<file path="src/rtl/nand_regfront.sv">
module nand_regfront #(
  parameter int ADDR_W = 6,
  parameter int DATA_W = 32,
  parameter int CNT_W  = 16,
  parameter int TIM_W  = 32
) (
  input  logic              clk,
  input  logic              rst_n,
  input  logic              bus_valid,
  input  logic              bus_write,
  input  logic [ADDR_W-1:0] bus_addr,
  input  logic [DATA_W-1:0] bus_wdata,
  output logic              bus_ready,
  output logic [DATA_W-1:0] bus_rdata,
  output logic              cyc_valid,
  input  logic              cyc_ready,
  output logic [1:0]        cyc_kind,
  output logic [7:0]        cyc_byte,
  input  logic              rd_byte_valid,
  input  logic [7:0]        rd_byte,
  input  logic              flash_rb,
  output logic              flash_ce_n,
  output logic              ecc_clear,
  output logic              dma_run,
  output logic [5:0]        cfg_mode,
  output logic [TIM_W-1:0]  tim_cfg,
  output logic              irq
);
  localparam logic [3:0] W_DATA = 4'd0,  W_ADDR = 4'd1,  W_CMD  = 4'd2,  W_STOP = 4'd3;
  localparam logic [3:0] W_CTRL = 4'd4,  W_CFG  = 4'd5,  W_STAT = 4'd6,  W_IRAW = 4'd7;
  localparam logic [3:0] W_IEN  = 4'd8,  W_ISET = 4'd9,  W_ICLR = 4'd10, W_TIM  = 4'd11;
  localparam logic [3:0] W_CNT  = 4'd12;
  localparam logic [1:0] K_CMD = 2'd0, K_ADR = 2'd1, K_WR = 2'd2, K_RD = 2'd3;

  logic [3:0] widx;
  assign widx = bus_addr[5:2];

  logic [5:0]       cfg_q;
  logic [1:0]       ien_q, raw_q;
  logic [CNT_W-1:0] cnt_q;
  logic [TIM_W-1:0] tim_q;
  logic             run_q, eclr_q;
  logic             rd_wait, rd_have;
  logic [7:0]       rd_buf;
  logic             rb_m, rb_s, rb_d;

  logic is_launch, launch_rd, rd_start, acc, wr;
  assign is_launch = (widx == W_DATA) || (widx == W_ADDR) || (widx == W_CMD);
  assign launch_rd = bus_valid && !bus_write && (widx == W_DATA);
  assign rd_start  = launch_rd && !rd_wait && !cyc_valid;

  always_comb begin
    if (bus_valid && bus_write && is_launch) bus_ready = !cyc_valid && !rd_wait;
    else if (launch_rd)                      bus_ready = rd_have;
    else                                     bus_ready = 1'b1;
  end

  assign acc = bus_valid && bus_ready;
  assign wr  = acc && bus_write;

  logic [1:0] wr_kind;
  always_comb begin
    case (widx)
      W_CMD:   wr_kind = K_CMD;
      W_ADDR:  wr_kind = K_ADR;
      default: wr_kind = K_WR;
    endcase
  end

  always_ff @(posedge clk or negedge rst_n) begin
    if (!rst_n) begin
      cyc_valid <= 1'b0;
      cyc_kind  <= K_CMD;
      cyc_byte  <= 8'h00;
    end else if (wr && is_launch) begin
      cyc_valid <= 1'b1;
      cyc_kind  <= wr_kind;
      cyc_byte  <= bus_wdata[7:0];
    end else if (rd_start) begin
      cyc_valid <= 1'b1;
      cyc_kind  <= K_RD;
      cyc_byte  <= 8'h00;
    end else if (cyc_valid && cyc_ready) begin
      cyc_valid <= 1'b0;
    end
  end

  always_ff @(posedge clk or negedge rst_n) begin
    if (!rst_n) begin
      rd_wait <= 1'b0;
      rd_have <= 1'b0;
      rd_buf  <= 8'h00;
    end else begin
      if (rd_start) rd_wait <= 1'b1;
      if (rd_wait && !rd_have && rd_byte_valid) begin
        rd_have <= 1'b1;
        rd_buf  <= rd_byte;
      end
      if (rd_have && launch_rd) begin
        rd_have <= 1'b0;
        rd_wait <= 1'b0;
      end
    end
  end

  always_ff @(posedge clk or negedge rst_n) begin
    if (!rst_n) begin
      cfg_q  <= '0;
      ien_q  <= '0;
      run_q  <= 1'b0;
      eclr_q <= 1'b0;
      tim_q  <= '0;
    end else begin
      eclr_q <= wr && (widx == W_CTRL) && bus_wdata[1];
      if (wr && widx == W_CTRL) begin
        run_q <= bus_wdata[0];
        if (bus_wdata[2]) begin
          cfg_q <= '0;
          ien_q <= '0;
        end
      end
      if (wr && widx == W_STOP) run_q <= 1'b0;
      if (wr && widx == W_CFG)  cfg_q <= bus_wdata[5:0];
      if (wr && widx == W_IEN)  ien_q <= bus_wdata[1:0];
      if (wr && widx == W_TIM)  tim_q <= bus_wdata[TIM_W-1:0];
    end
  end

  logic cnt_load, cnt_dec, cnt_evt, rdy_evt;
  assign cnt_load = wr && (widx == W_CNT);
  assign cnt_dec  = cyc_valid && cyc_ready && cyc_kind[1] && (cnt_q != '0);
  assign cnt_evt  = cnt_dec && !cnt_load && (cnt_q == CNT_W'(1));

  always_ff @(posedge clk or negedge rst_n) begin
    if (!rst_n)        cnt_q <= '0;
    else if (cnt_load) cnt_q <= bus_wdata[CNT_W-1:0];
    else if (cnt_dec)  cnt_q <= cnt_q - CNT_W'(1);
  end

  always_ff @(posedge clk or negedge rst_n) begin
    if (!rst_n) {rb_m, rb_s, rb_d} <= 3'b000;
    else        {rb_m, rb_s, rb_d} <= {flash_rb, rb_m, rb_s};
  end
  assign rdy_evt = rb_s && !rb_d;

  logic [1:0] clr_m, set_m;
  assign clr_m = (wr && widx == W_ICLR) ? bus_wdata[1:0] : 2'b00;
  assign set_m = (wr && widx == W_ISET) ? bus_wdata[1:0] : 2'b00;

  always_ff @(posedge clk or negedge rst_n) begin
    if (!rst_n) raw_q <= '0;
    else        raw_q <= (raw_q & ~clr_m) | set_m | {cnt_evt, rdy_evt};
  end

  always_comb begin
    bus_rdata = '0;
    case (widx)
      W_DATA: bus_rdata[7:0]       = rd_buf;
      W_CTRL: bus_rdata[0]         = run_q;
      W_CFG:  bus_rdata[5:0]       = cfg_q;
      W_STAT: bus_rdata[1:0]       = {cyc_valid, rb_s};
      W_IRAW: bus_rdata[1:0]       = raw_q;
      W_IEN:  bus_rdata[1:0]       = ien_q;
      W_ISET: bus_rdata[1:0]       = raw_q & ien_q;
      W_TIM:  bus_rdata[TIM_W-1:0] = tim_q;
      W_CNT:  bus_rdata[CNT_W-1:0] = cnt_q;
      default: bus_rdata = '0;
    endcase
  end

  assign flash_ce_n = !(cfg_q[5] || cyc_valid);
  assign ecc_clear  = eclr_q;
  assign dma_run    = run_q;
  assign cfg_mode   = cfg_q;
  assign tim_cfg    = tim_q;
  assign irq        = |(raw_q & ien_q);

  assert_launch_stall_R3: assert property (@(posedge clk) disable iff (!rst_n)
    (bus_valid && bus_write && is_launch && cyc_valid) |-> !bus_ready);

  assert_cycle_hold_R2: assert property (@(posedge clk) disable iff (!rst_n)
    (cyc_valid && !cyc_ready) |=> (cyc_valid && $stable(cyc_kind) && $stable(cyc_byte)));

  assert_count_step_R8: assert property (@(posedge clk) disable iff (!rst_n)
    (cyc_valid && cyc_ready && cyc_kind[1] && cnt_q != '0 && !cnt_load)
      |=> (cnt_q == $past(cnt_q) - CNT_W'(1)));

  assert_soft_reset_R6: assert property (@(posedge clk) disable iff (!rst_n)
    (wr && widx == W_CTRL && bus_wdata[2]) |=> (cfg_mode == '0 && ien_q == '0));

  assert_ready_edge_R10: assert property (@(posedge clk) disable iff (!rst_n)
    $rose(rb_s) |=> raw_q[0]);

  assert_count_zero_irq_R9: assert property (@(posedge clk) disable iff (!rst_n)
    (cnt_q == CNT_W'(1) && cyc_valid && cyc_ready && cyc_kind[1] && !cnt_load) |=> raw_q[1]);
endmodule

</file>
<file path="config.mk">
export PLATFORM = sky130hd
export DESIGN_NAME = nand_regfront
export DESIGN_NICKNAME = d
export VERILOG_FILES = /design/src/rtl/nand_regfront.sv
export SDC_FILE = /design/constraint.sdc
export NUM_CORES = 1
export LEC_CHECK = 0
export BUFFER_PORTS_ARGS = -buffer_cell sky130_fd_sc_hd__buf_2
export CORE_MARGIN = 3
export CORE_UTILIZATION = 35
export DETAILED_ROUTE_END_ITERATION = 12
export PLACE_DENSITY = 0.61
export SYNTH_ARGS = -nofsm -noshare
export SYNTH_HDL_FRONTEND = slang
export SYNTH_SLANG_ARGS = --single-unit
</file>
<file path="constraint.sdc">
create_clock -name clk -period 3.3 [get_ports clk]
set_input_delay 0.165 -clock clk [delete_from_list [all_inputs] [get_ports clk]]
set_output_delay 0.165 -clock clk [all_outputs]
set_load 0.02 [all_outputs]
</file>
# Yosys cells after proc, flatten, opt, wreduce, memory -nomap -nowiden
# Index checks and enable logic that the tools add are counted.
[word_totals]
ff_bits = 84
input_bits = 53
out_inout_bits = 86
word_cells = 120
[op_classes]
addsub = 1
n_eq_ne = 13
muxes = 32
bitwise = 5
n_reduce_logical = 53
[ops]
columns = ["op", "n"]
rows = [
  ["$mux 16", 3],
  ["$logic_and 1x1->1", 28],
  ["$eq 4x4->1 const B", 5],
  ["$mux 6", 3],
  ["$reduce_bool 2->1", 9],
  ["$eq 16x1->1 const B", 1],
  ["$eq 4x3->1 const B", 4],
  ["$mux 8", 2],
  ["$pmux 4 s4", 1],
  ["$pmux 8 s2", 1],
  ["$reduce_bool 16->1", 1],
  ["$sub 16x1->16 const B", 1],
  ["$mux 2", 7],
  ["$mux 1", 11],
  ["$pmux 1 s9", 1],
  ["$eq 4x2->1 const B", 2],
  ["$pmux 1 s8", 1],
  ["$logic_not 1->1", 7],
  ["$pmux 2 s3", 1],
  ["$and 2x2->2", 2],
  ["$eq 4x1->1 const B", 1],
  ["$logic_not 4->1", 1],
  ["$or 2x2->2", 2],
  ["$pmux 2 s2", 1],
  ["5 further kinds", 8],
]

# Longest topological paths before layout
# Gate-level depths: netlist (run 1).
[logic_depth]
depth_word = 13
mapped_depth = 8
depth_no_buf = 6

# Least setup slack after synthesis (run 1)
# Ideal clock, no wire load.
[synth_timing]
path_type = "register -> register"
start = "register cnt_q[0]"
end = "register cnt_q[14]"
setup_time_ns = 0.082
arrival_ns = 1.868
slack_ns = 1.350
path_stages_with_launch = 7
path_buffers = 0
synth_period_minus_slack_ns = 1.950
path_cell_list = "dfrtp_1 -> inv_1 -> ha_1 -> nor3b_1 -> nand3_2 -> or4_1 -> a31oi_1"
[synth_between]
elab_chain_len = 3
elab_cells_between_ends = 6
cone_classes = "add/sub (1); mux (2); reduce/logical (3)"
[synth_lines]
columns = ["element", "line_no", "rtl"]
rows = [
  ["start, declared", "40", "logic [CNT_W-1:0] cnt_q;"],
  ["start signal, assigned", "136", "else if (cnt_load) cnt_q <= bus_wdata[CNT_W-1:0];"],
  ["start signal, assigned", "137", "else if (cnt_dec) cnt_q <= cnt_q - CNT_W'(1);"],
  ["$sub 16x1->16 / $reduce_bool 16->1 (equally long branches)", "137, 131", ""],
  ["$mux 16 / $logic_and 1x1->1 (equally long branches)", "137, 131", ""],
  ["$mux 16 / $reduce_bool 2->1 (equally long branches)", "-", ""],
]
# Several ways; a longest one is shown, not always the timed one. The select of a mux whose other input is x is not followed.
# A chain may end at the register's enable or synchronous reset.

# Final worst setup path (run 1)
[layout_timing]
start = "register cnt_q[1]"
end = "register cnt_q[14]"
# The elaborated chain is that of the path after synthesis.

==> results by group, run 1 <==
Critical path
  • R2r setup slk: 1.02 ns
  • Cell Chain, Critical Path: inv_1 > ha_1 > nor3b_1 > nand3_2 > or4_1 > a31oi_1
  • Crit path max-delay cell type: or4_1
  • Worst endpoint required time: 3.56 ns
  • Critical path buffers and inverters: 1
  • Worst Setup Start Kind: flop
  • Worst setup EP type: flop
  • Worst Path Max Fanout: 6
  • CP max stage delay: 0.51 ns
  • WP data arrival: 2.53 ns
  • Type of the worst setup path: flop to flop
  • Top cell family by delay on the critical path: simple AND/OR/NAND/NOR gates

Synthesis
  • Synth cell types: 63
  • Yosys top cell by area: dfrtp_1
  • Cell Area, Synth: 0.00438 mm^2
  • Post-synth EDFFs: 0
  • Main synth FF type: dfrtp_1
  • Mapped Cells: 402
  • Post-synth top area share: 47.9%
  • Yosys warning total: 0
  • Top post-synthesis cells by count: dfrtp_1, nand2_1, mux2_1
  • #FFs+latches synth: 84
  • Most common cell in the netlist: dfrtp_1
  • Mean Syn Cell Area: 10.9 um^2
  • Syn Nets: 457
  • Synth async-reset ratio: 100%
  • Seq/Total Area, Yosys: 47.9%
  • Top post-synthesis cells by area: dfrtp_1, mux2_1, a22o_1

Clock tree
  • CTS buffer count: 9
  • # resized after CTS: 0
  • Clk_lat worst skew: 0.34 ns
  • CTS sink cnt: 84
  • Clock root buffer: clkbuf_16
  • CTS max path bufs: 2
  • CTS tree: yes
  • Hold_buf cts: 1
  • Clock transition at the registers of the reported paths: 0.06 ns
  • Post-CTS Setup Bufs: 0
  • H-tree depth: 3

STA
  • Final hold viol count: 0
  • Final WS setup: 1.02 ns
  • Final hold slack: 0.00309 ns
  • Slew HR: 30.5%
  • Total negative slack: 0 ns
  • RSZ-0062 raised after global routing: no
  • Clock skew: 0.00405 ns
  • Worst-Margin Slew: 1.04 ns
  • Crit path time final: 2.28 ns
  • Fin. max-slew vios: 0
  • Max Clock Freq: 0.439 GHz
  • Part of the cycle the worst path needs: 69.0%
  • Finish-stage setup viols: 0

Finish
  • Storage cell area: 0.00210 mm^2
  • Combined area of the multi-input logic cells: 0.00208 mm^2
  • N_diodes: 0
  • Fillers: 1197
  • Filler-free cell count of the finished design: 697
  • Nets@finish: 579
  • Layout area overhead: 25.3%
  • Share of cells above drive strength 1: 34.6%

Die
  • Die area: 0.0139 mm^2
  • Die Y: 118 um
  • # rows: 40
  • Initial Util: 36.2%
  • Die Wd: 118 um
  • IO Pins: 139
  • Core area: 0.0121 mm^2

Run status
  • Status: finished clean

Global routing
  • First-pass GRT wire length: 19.7 mm
  • GRT Total Usage: 17.6%
  • Largest net degree at the start of global routing: 85
  • Grt total ovfl: 0
  • Vias in the first global route: 3756
  • Initial antenna violation count: 0

Place
  • Detailed Place HPWL: 8.41 mm
  • Pre-CTS WS: 1.05 ns
  • Dpl cells: 680
  • Port bufs: 136
  • GPL Wtd Cong: 0.858

Routing
  • Drt pass-1 iters: 4
  • Vias/cell: 5.24
  • Drt drc: 0
  • Drt first-iter violations: 204
  • Post-DR wirelength/cell: 17.1 um
  • Routed wire length: 11.9 mm
  • Vias post-DR: 3655
  • Antenna Nets Post-Route: 0

Min path
  • Min-delay worst type: input port to async pin

Power and ir drop
  • Power per cell area: 679 mW/mm^2
  • Leakage: 2.62 nW
  • Peak supply drop: 0.506 mV

Job
  • # Max-Cap Violations: 0
[power breakdown]
| part | total (mW) | switching [mW] | leakage (nW) | internal [mW] |
|---|---|---|---|---|
| combinational | 0.966 | 0.545 | 1.40 | 0.421 |
| clock | 1.16 | 0.419 | 0.163 | 0.741 |
| sequential | 1.60 | 0.313 | 1.05 | 1.29 |
| total | 3.73 | 1.28 | 2.62 | 2.45 |
[flip-flops by register name, indices dropped and copies added, names as in the netlist]
name	count
tim_cfg	32
cnt_q	16
cyc_byte	8
rd_buf	8
cfg_mode	6
cyc_kind	2
ien_q	2
raw_q	2
cyc_valid	1
dma_run	1
ecc_clear	1
rb_d	1
rb_m	1
rb_s	1
rd_have	1
rd_wait	1
[stage by stage]
| stage | power [mW] | util [%] | cell area (um^2) |
|---|---|---|---|
| final | 3.73 | 45.4 | 5500 |
| after global routing | 3.95 | 45.4 | 5500 |
| after CTS | 3.76 | 45.4 | 5500 |
| after detailed placement | 2.59 | 42.5 | 5140 |
| after global placement | 2.56 | 42.5 | 5140 |
| after floorplan | 2.24 | - | 4380 |
[path summary, 6_finish.rpt]
kind,depth (start not counted),endpoint,startpoint
max,6,cnt_q[14],cnt_q[1]
min in group clk,2,tim_cfg[31],bus_wdata[31]
min,1,cnt_q[13],rst_n
max in group asynchronous,1,rd_buf[5],rst_n
max reg2reg,6,cnt_q[14],cnt_q[1]
min reg2reg,0,rb_s,rb_m
[cells by family (layout without fill, tap and decap cells)]
| logic type | after synthesis | count (layout) | synth area share (%) |
|---|---|---|---|
| buffers and inverters | 41 | 168 | 4.57 |
| DFF | 84 | 84 | 47.9 |
| and+or+nand+nor | 130 | 130 | 18.3 |
| muxes | 44 | 44 | 11.2 |
| xor gates and xnor gates | 3 | 3 | 0.599 |
| AOI/OAI and AO/OA | 98 | 98 | 16.8 |
| adders and majority gates | 2 | 2 | 0.571 |
[routing by layer]
metal | up-vias | GRT usage, % | part of all wire, % | wire length, um
li1 | 1754 | - | - | -
met1 | 1788 | 23.3 | 45 | 5310
met5 | - | 0 | 0 | 0
met2 | 103 | 28.6 | 49 | 5820
met3 | 10 | 4.13 | 4.8 | 573
met4 | 0 | 5.49 | 1.6 | 191
[placed cells by master, fill, tap and decap left out, types with 9 or more instances in the layout]
master / instances
buf_2: 135
a22o_1: 22
mux2_1: 30
clkbuf_16: 9
inv_1: 11
o21ai_0: 9
a31oi_1: 9
mux2_2: 10
dfrtp_1: 84
nand2_1: 31
and2_1: 23
nor2_1: 16
[layout make-up]
| class | instances | area share (%) |
|---|---|---|
| Multi-Input combinational cell | 277 | 37.9 |
| Clock buffer | 10 | 4.17 |
| Clock inverter | 6 | 2.03 |
| Sequential cell | 84 | 38.3 |
| Timing Repair Buffer | 140 | 13.0 |
| Tap cell | 168 | 3.83 |
| Inverter | 12 | 0.820 |
[worst reg2reg max path, delay by kind of cell, from the launching register on]
kind,cells,cell delay (ns)
and+or+nand+nor,3,1.19
DFF,1,0.48
adders and majority gates,1,0.24
AOI/OAI and AO/OA,1,0.17
buffers and inverters,1,0.12
Power figures use the tool's default switching activity.
==> run 2: changes to the inputs <==
==> constraint.sdc (replaced) <==
create_clock -name clk -period 2.4 [get_ports clk]
set_input_delay 0.12 -clock clk [delete_from_list [all_inputs] [get_ports clk]]
set_output_delay 0.12 -clock clk [all_outputs]
set_load 0.02 [all_outputs]
==> run 2 against run 1 <==
Net effect:
- fmax increased by 8.9%
- clock-buffer cell count grew 3
- power increased by 38%
- via count grew 3.2%
- core utilization up 1.8 points
- sequential power grew 39%
- first-iteration DRC count down 9.3%
- non-clock buffer count up 22
- final cell count is 3.2% higher
- largest power group unchanged
==> results by group, run 2 (same netlist as run 1, synthesis figures left out) <==
STA
  • Fin. max-slew vios: 0
  • Finish-stage setup viols: 0
  • Final hold viol count: 0
  • Crit path time final: 2.09 ns
  • Worst-Margin Slew: 0.633 ns
  • Clock skew: 0.00357 ns
  • RSZ-0062 raised after global routing: no
  • Max Clock Freq: 0.478 GHz
  • Slew HR: 57.7%
  • Total negative slack: 0 ns
  • Part of the cycle the worst path needs: 87.2%

Job
  • # Max-Cap Violations: 0

Die
  • Die area: 0.0139 mm^2
  • IO Pins: 139
  • Die Y: 118 um
  • # rows: 40
  • Initial Util: 36.2%
  • Core area: 0.0121 mm^2
  • Die Wd: 118 um

Finish
  • Fillers: 1166
  • Storage cell area: 0.00210 mm^2
  • Combined area of the multi-input logic cells: 0.00208 mm^2
  • Share of cells above drive strength 1: 35.0%
  • N_diodes: 0
  • Commonest non-fill, non-tap cells in the layout: buf_2, dfrtp_1, nand2_1
  • Max reg flops: 32
  • Commonest non-fill, non-tap cell in the layout: buf_2
  • Filler-free cell count of the finished design: 719
  • Layout area overhead: 30.3%
  • Nets@finish: 601

Routing
  • Routed wire length: 12.1 mm
  • Post-DR wirelength/cell: 16.8 um
  • Vias/cell: 5.24
  • Vias post-DR: 3771
  • Drt drc: 0
  • Drt first-iter violations: 185
  • Antenna Nets Post-Route: 0
  • Drt pass-1 iters: 4

Clock tree
  • Clk_lat worst skew: 0.34 ns
  • CTS buffer count: 9
  • Clock root buffer: clkbuf_16
  • H-tree depth: 3
  • Clock transition at the registers of the reported paths: 0.06 ns
  • CTS sink cnt: 84
  • CTS max path bufs: 2
  • Post-CTS Setup Bufs: 0
  • CTS tree: yes

Critical path
  • Worst endpoint required time: 2.66 ns
  • Worst setup EP type: flop
  • Worst Path Max Fanout: 6
  • CP max stage delay: 0.50 ns
  • Crit path max-delay cell type: or4_1
  • Worst Setup Start Kind: flop
  • WP data arrival: 2.35 ns
  • Type of the worst setup path: flop to flop
  • Cell Chain, Critical Path: inv_1 > ha_1 > nor3b_1 > buf_4 > nand3_2 > or4_1 > a31oi_1
  • Worst-case reg-to-reg path depth: 7

Min path
  • WHS Path Cells: 2
  • Min-delay worst type: input port to flop

Power and ir drop
  • Peak supply drop: 0.512 mV
  • Leakage: 2.73 nW
  • Power per cell area: 899 mW/mm^2

Global routing
  • First-pass GRT wire length: 19.9 mm
  • Grt total ovfl: 0
  • Largest net degree at the start of global routing: 48
  • Initial antenna violation count: 0
  • GRT Total Usage: 17.5%
  • Vias in the first global route: 3854

Place
  • Dpl cells: 690
  • Detailed Place HPWL: 8.73 mm
  • Port bufs: 136
  • GPL Wtd Cong: 0.815

Run status
  • Status: finished clean
==> run 2: repair_timing <==
item / CTS / global route
hold buffers: 13 / 0
gates resized for setup: 0 / 0
endpoints found under the hold margin: 58 / 0
==> run 2: where the power goes <==
group          internal [mW]  switching [mW]  total (mW)  leakage [nW]
registers               1.78           0.439        2.22          1.05
clock network          0.997           0.543        1.54         0.162
logic                  0.619           0.764        1.38          1.51
total                   3.39            1.75        5.14          2.73
==> run 2: through the flow <==
step / power [mW] / hold WS [ns] / instance area, um^2 / utilization [%] / worst slack, ns
floorplan: 3.08 / -0.176 / 4380 / - / 0.450
global placement: 3.54 / 0.169 / 5250 / 43.3 / 0.425
detailed placement: 3.60 / 0.179 / 5250 / 43.3 / 0.333
CTS: 5.16 / 0.00309 / 5710 / 47.2 / 0.327
global route: 5.42 / 0.000275 / 5710 / 47.2 / 0.168
finish: 5.14 / 0.0109 / 5710 / 47.2 / 0.308
==> run 2: final timing paths <==
kind	start	end	slack, ns
worst min register to register	rb_m	rb_s	0.35
worst max register to register	cnt_q[1]	cnt_q[14]	0.31
worst min-delay path	rd_byte[1]	rd_buf[1]	0.01
worst max-delay path	cnt_q[1]	cnt_q[14]	0.31
max in group asynchronous	rst_n	cnt_q[7]	1.40
min in group asynchronous	rst_n	tim_cfg[20]	0.35
==> run 2: layout make-up <==
cell class              count  area share [%]
repair buffers            162            16.4
inverters                  12           0.788
flip-flops and latches     84            36.8
clock inverters             3            1.18
clock buffers              13            4.73
multi-input cells         277            36.4
well taps                 168            3.68
==> run 2: worst max-delay path, delay by kind of cell, from the launching register on <==
| family | cells | cell delay (ns) |
|---|---|---|
| fa+ha+maj | 1 | 0.25 |
| simple gates | 3 | 0.84 |
| flops | 1 | 0.47 |
| compound gates | 1 | 0.17 |
| buf+inv | 2 | 0.29 |
==> run 2: per-layer routing <==
metal,wire [um],track usage (%),part of all wire (%)
met2,5960,29.4,49
met5,0,0,0
met3,579,3.65,4.8
met4,142,5.20,1.2
met1,5430,22.8,45
==> run 3: changes to the inputs <==
--- a/config.mk
+++ b/config.mk
@@ -8,6 +8,7 @@
 export BUFFER_PORTS_ARGS = -buffer_cell sky130_fd_sc_hd__buf_2
 export CORE_MARGIN = 3
 export CORE_UTILIZATION = 35
+export CTS_CLUSTER_DIAMETER = 120
 export DETAILED_ROUTE_END_ITERATION = 12
 export PLACE_DENSITY = 0.61
 export SYNTH_ARGS = -nofsm -noshare
==> constraint.sdc (replaced) <==
create_clock -name clk -period 2.4 [get_ports clk]
set_input_delay 0.24 -clock clk [delete_from_list [all_inputs] [get_ports clk]]
set_output_delay 0.24 -clock clk [all_outputs]
set_load 0.02 [all_outputs]
==> run 3 against run 2 <==
Net effect:
- sequential share of layout area increased by 0.85 points
- die area unchanged
- clock-buffer cell count decreased by 1
- clock power decreased by 8%
- first-iteration DRC count decreased by 1.6%
- via count increased by 1.4%
- core utilization decreased by 1.1 points
- global-route usage about the same
- largest power group unchanged
==> results by group, run 3 (same netlist as run 1, synthesis figures left out) <==
Clock tree
  • CTS tree: yes
  • Post-CTS Setup Bufs: 0
  • Clock root buffer: clkbuf_16
  • Clock transition at the registers of the reported paths: 0.06 ns
  • Clk_lat worst skew: 0.34 ns
  • CTS max path bufs: 2
  • CTS buffer count: 9
  • CTS sink cnt: 84
  • H-tree depth: 3

Die
  • # rows: 40
  • Initial Util: 36.2%
  • Core area: 0.0121 mm^2
  • Die Wd: 118 um
  • IO Pins: 139
  • Die area: 0.0139 mm^2
  • Die Y: 118 um

Critical path
  • Critical R2R Capture: cnt_q[4]
  • R2r setup slk: 0.33 ns
  • Worst Setup Start Kind: flop
  • WP data arrival: 2.27 ns
  • R2r startpoint: cnt_q[1]
  • Worst endpoint required time: 2.60 ns
  • Type of the worst setup path: flop to flop
  • Worst setup EP type: flop
  • Worst Path Max Fanout: 6
  • Worst-case reg-to-reg path depth: 6

Routing
  • Drt first-iter violations: 182
  • Antenna Nets Post-Route: 0
  • Vias/cell: 5.37
  • Post-DR wirelength/cell: 17.3 um
  • Drt drc: 0
  • Drt pass-1 iters: 5
  • Routed wire length: 12.3 mm
  • Vias post-DR: 3823

Power and ir drop
  • Peak supply drop: 0.583 mV
  • Leakage: 2.68 nW
  • Power per cell area: 893 mW/mm^2
  • Tot Pwr: 4.99 mW

STA
  • Max Clock Freq: 0.483 GHz
  • Crit path time final: 2.07 ns
  • Worst-Margin Slew: 0.729 ns
  • Final hold slack: 0.00939 ns
  • Clock skew: 0.00752 ns
  • Fin. max-slew vios: 0
  • RSZ-0062 raised after global routing: no
  • Slew HR: 51.4%
  • Total negative slack: 0 ns
  • Part of the cycle the worst path needs: 86.3%
  • Finish-stage setup viols: 0
  • Final hold viol count: 0

Finish
  • Layout area overhead: 27.4%
  • Commonest non-fill, non-tap cells in the layout: buf_2, dfrtp_1, nand2_1
  • Final instance area: 0.00558 mm^2
  • Fillers: 1198
  • N_diodes: 0
  • Share of cells above drive strength 1: 36.4%
  • Commonest non-fill, non-tap cell in the layout: buf_2
  • Max reg flops: 32
  • Nets@finish: 594

Run status
  • Status: finished clean

Global routing
  • Initial antenna violation count: 0
  • First-pass GRT wire length: 20.0 mm
  • Grt total ovfl: 0
  • Largest net degree at the start of global routing: 56
  • Vias in the first global route: 3849
  • GRT Total Usage: 17.5%

Min path
  • Hold endpoint: rb_m
  • WHS Path Cells: 1
  • Min-delay worst type: input port to flop
  • HP Start: flash_rb

Place
  • Port bufs: 136
  • Detailed Place HPWL: 9.08 mm
  • Area after DPL: 0.00527 mm^2
  • GPL Wtd Cong: 0.834

Job
  • # Max-Cap Violations: 0
==> run 3: worst max path at each step <==
stage	slack (ns)	to	startpoint	cells past startpoint
floorplan	0.45	cnt_q[14]	cnt_q[0]	6
global placement	0.42	cnt_q[4]	cnt_q[0]	6
detailed placement	0.35	cnt_q[4]	cnt_q[0]	6
CTS	0.32	cnt_q[4]	cnt_q[0]	6
global route	0.18	cnt_q[4]	cnt_q[1]	6
finish	0.33	cnt_q[4]	cnt_q[1]	6
==> run 3: metal layers <==
metal	up-vias	wire length, um	GRT usage (%)
met1	1930	5480	22.5
met2	94	6110	29.6
met5	-	0	0
li1	1791	-	-
met4	0	158	5.13
met3	8	537	3.94
==> run 3: final cells by class <==
cell class,instances,area [um^2],area share (%)
well taps,168,210,3.76
clock inverters,4,47.5,0.851
flip-flops and latches,84,2100,37.6
inverters,12,45.0,0.807
repair buffers,155,841,15.1
multi-input cells,277,2080,37.3
clock buffers,12,256,4.59
==> run 3: timing repair <==
action,in CTS,in global routing
gates resized for setup,0,0
hold endpoints to repair,17,0
hold buffers,1,0
==> run 3: worst max-delay path: stages (launching register included) <==
cell and delay (ns):
dfrtp_1 0.45, inv_1 0.11, ha_1 0.24, or3b_4 0.45, a311oi_2 0.42, xnor2_1 0.18
o21ai_1 0.08
==> run 3: power by group <==
part | total [mW] | leakage [nW] | switching, mW | internal [mW]
logic | 1.37 | 1.48 | 0.766 | 0.607
registers | 2.21 | 1.05 | 0.431 | 1.78
clock network | 1.41 | 0.149 | 0.547 | 0.860
total | 4.99 | 2.68 | 1.74 | 3.24
==> run 3: through the flow <==
step           utilization, %  worst slack (ns)  cells
5_1_grt                  46.1             0.179    712
3_5_place_dp             43.5             0.352    695
3_3_place_gp             43.5             0.420    695
6_report                 46.1             0.328    712
4_1_cts                  46.1             0.323    712
2_1_floorplan               -             0.450    402
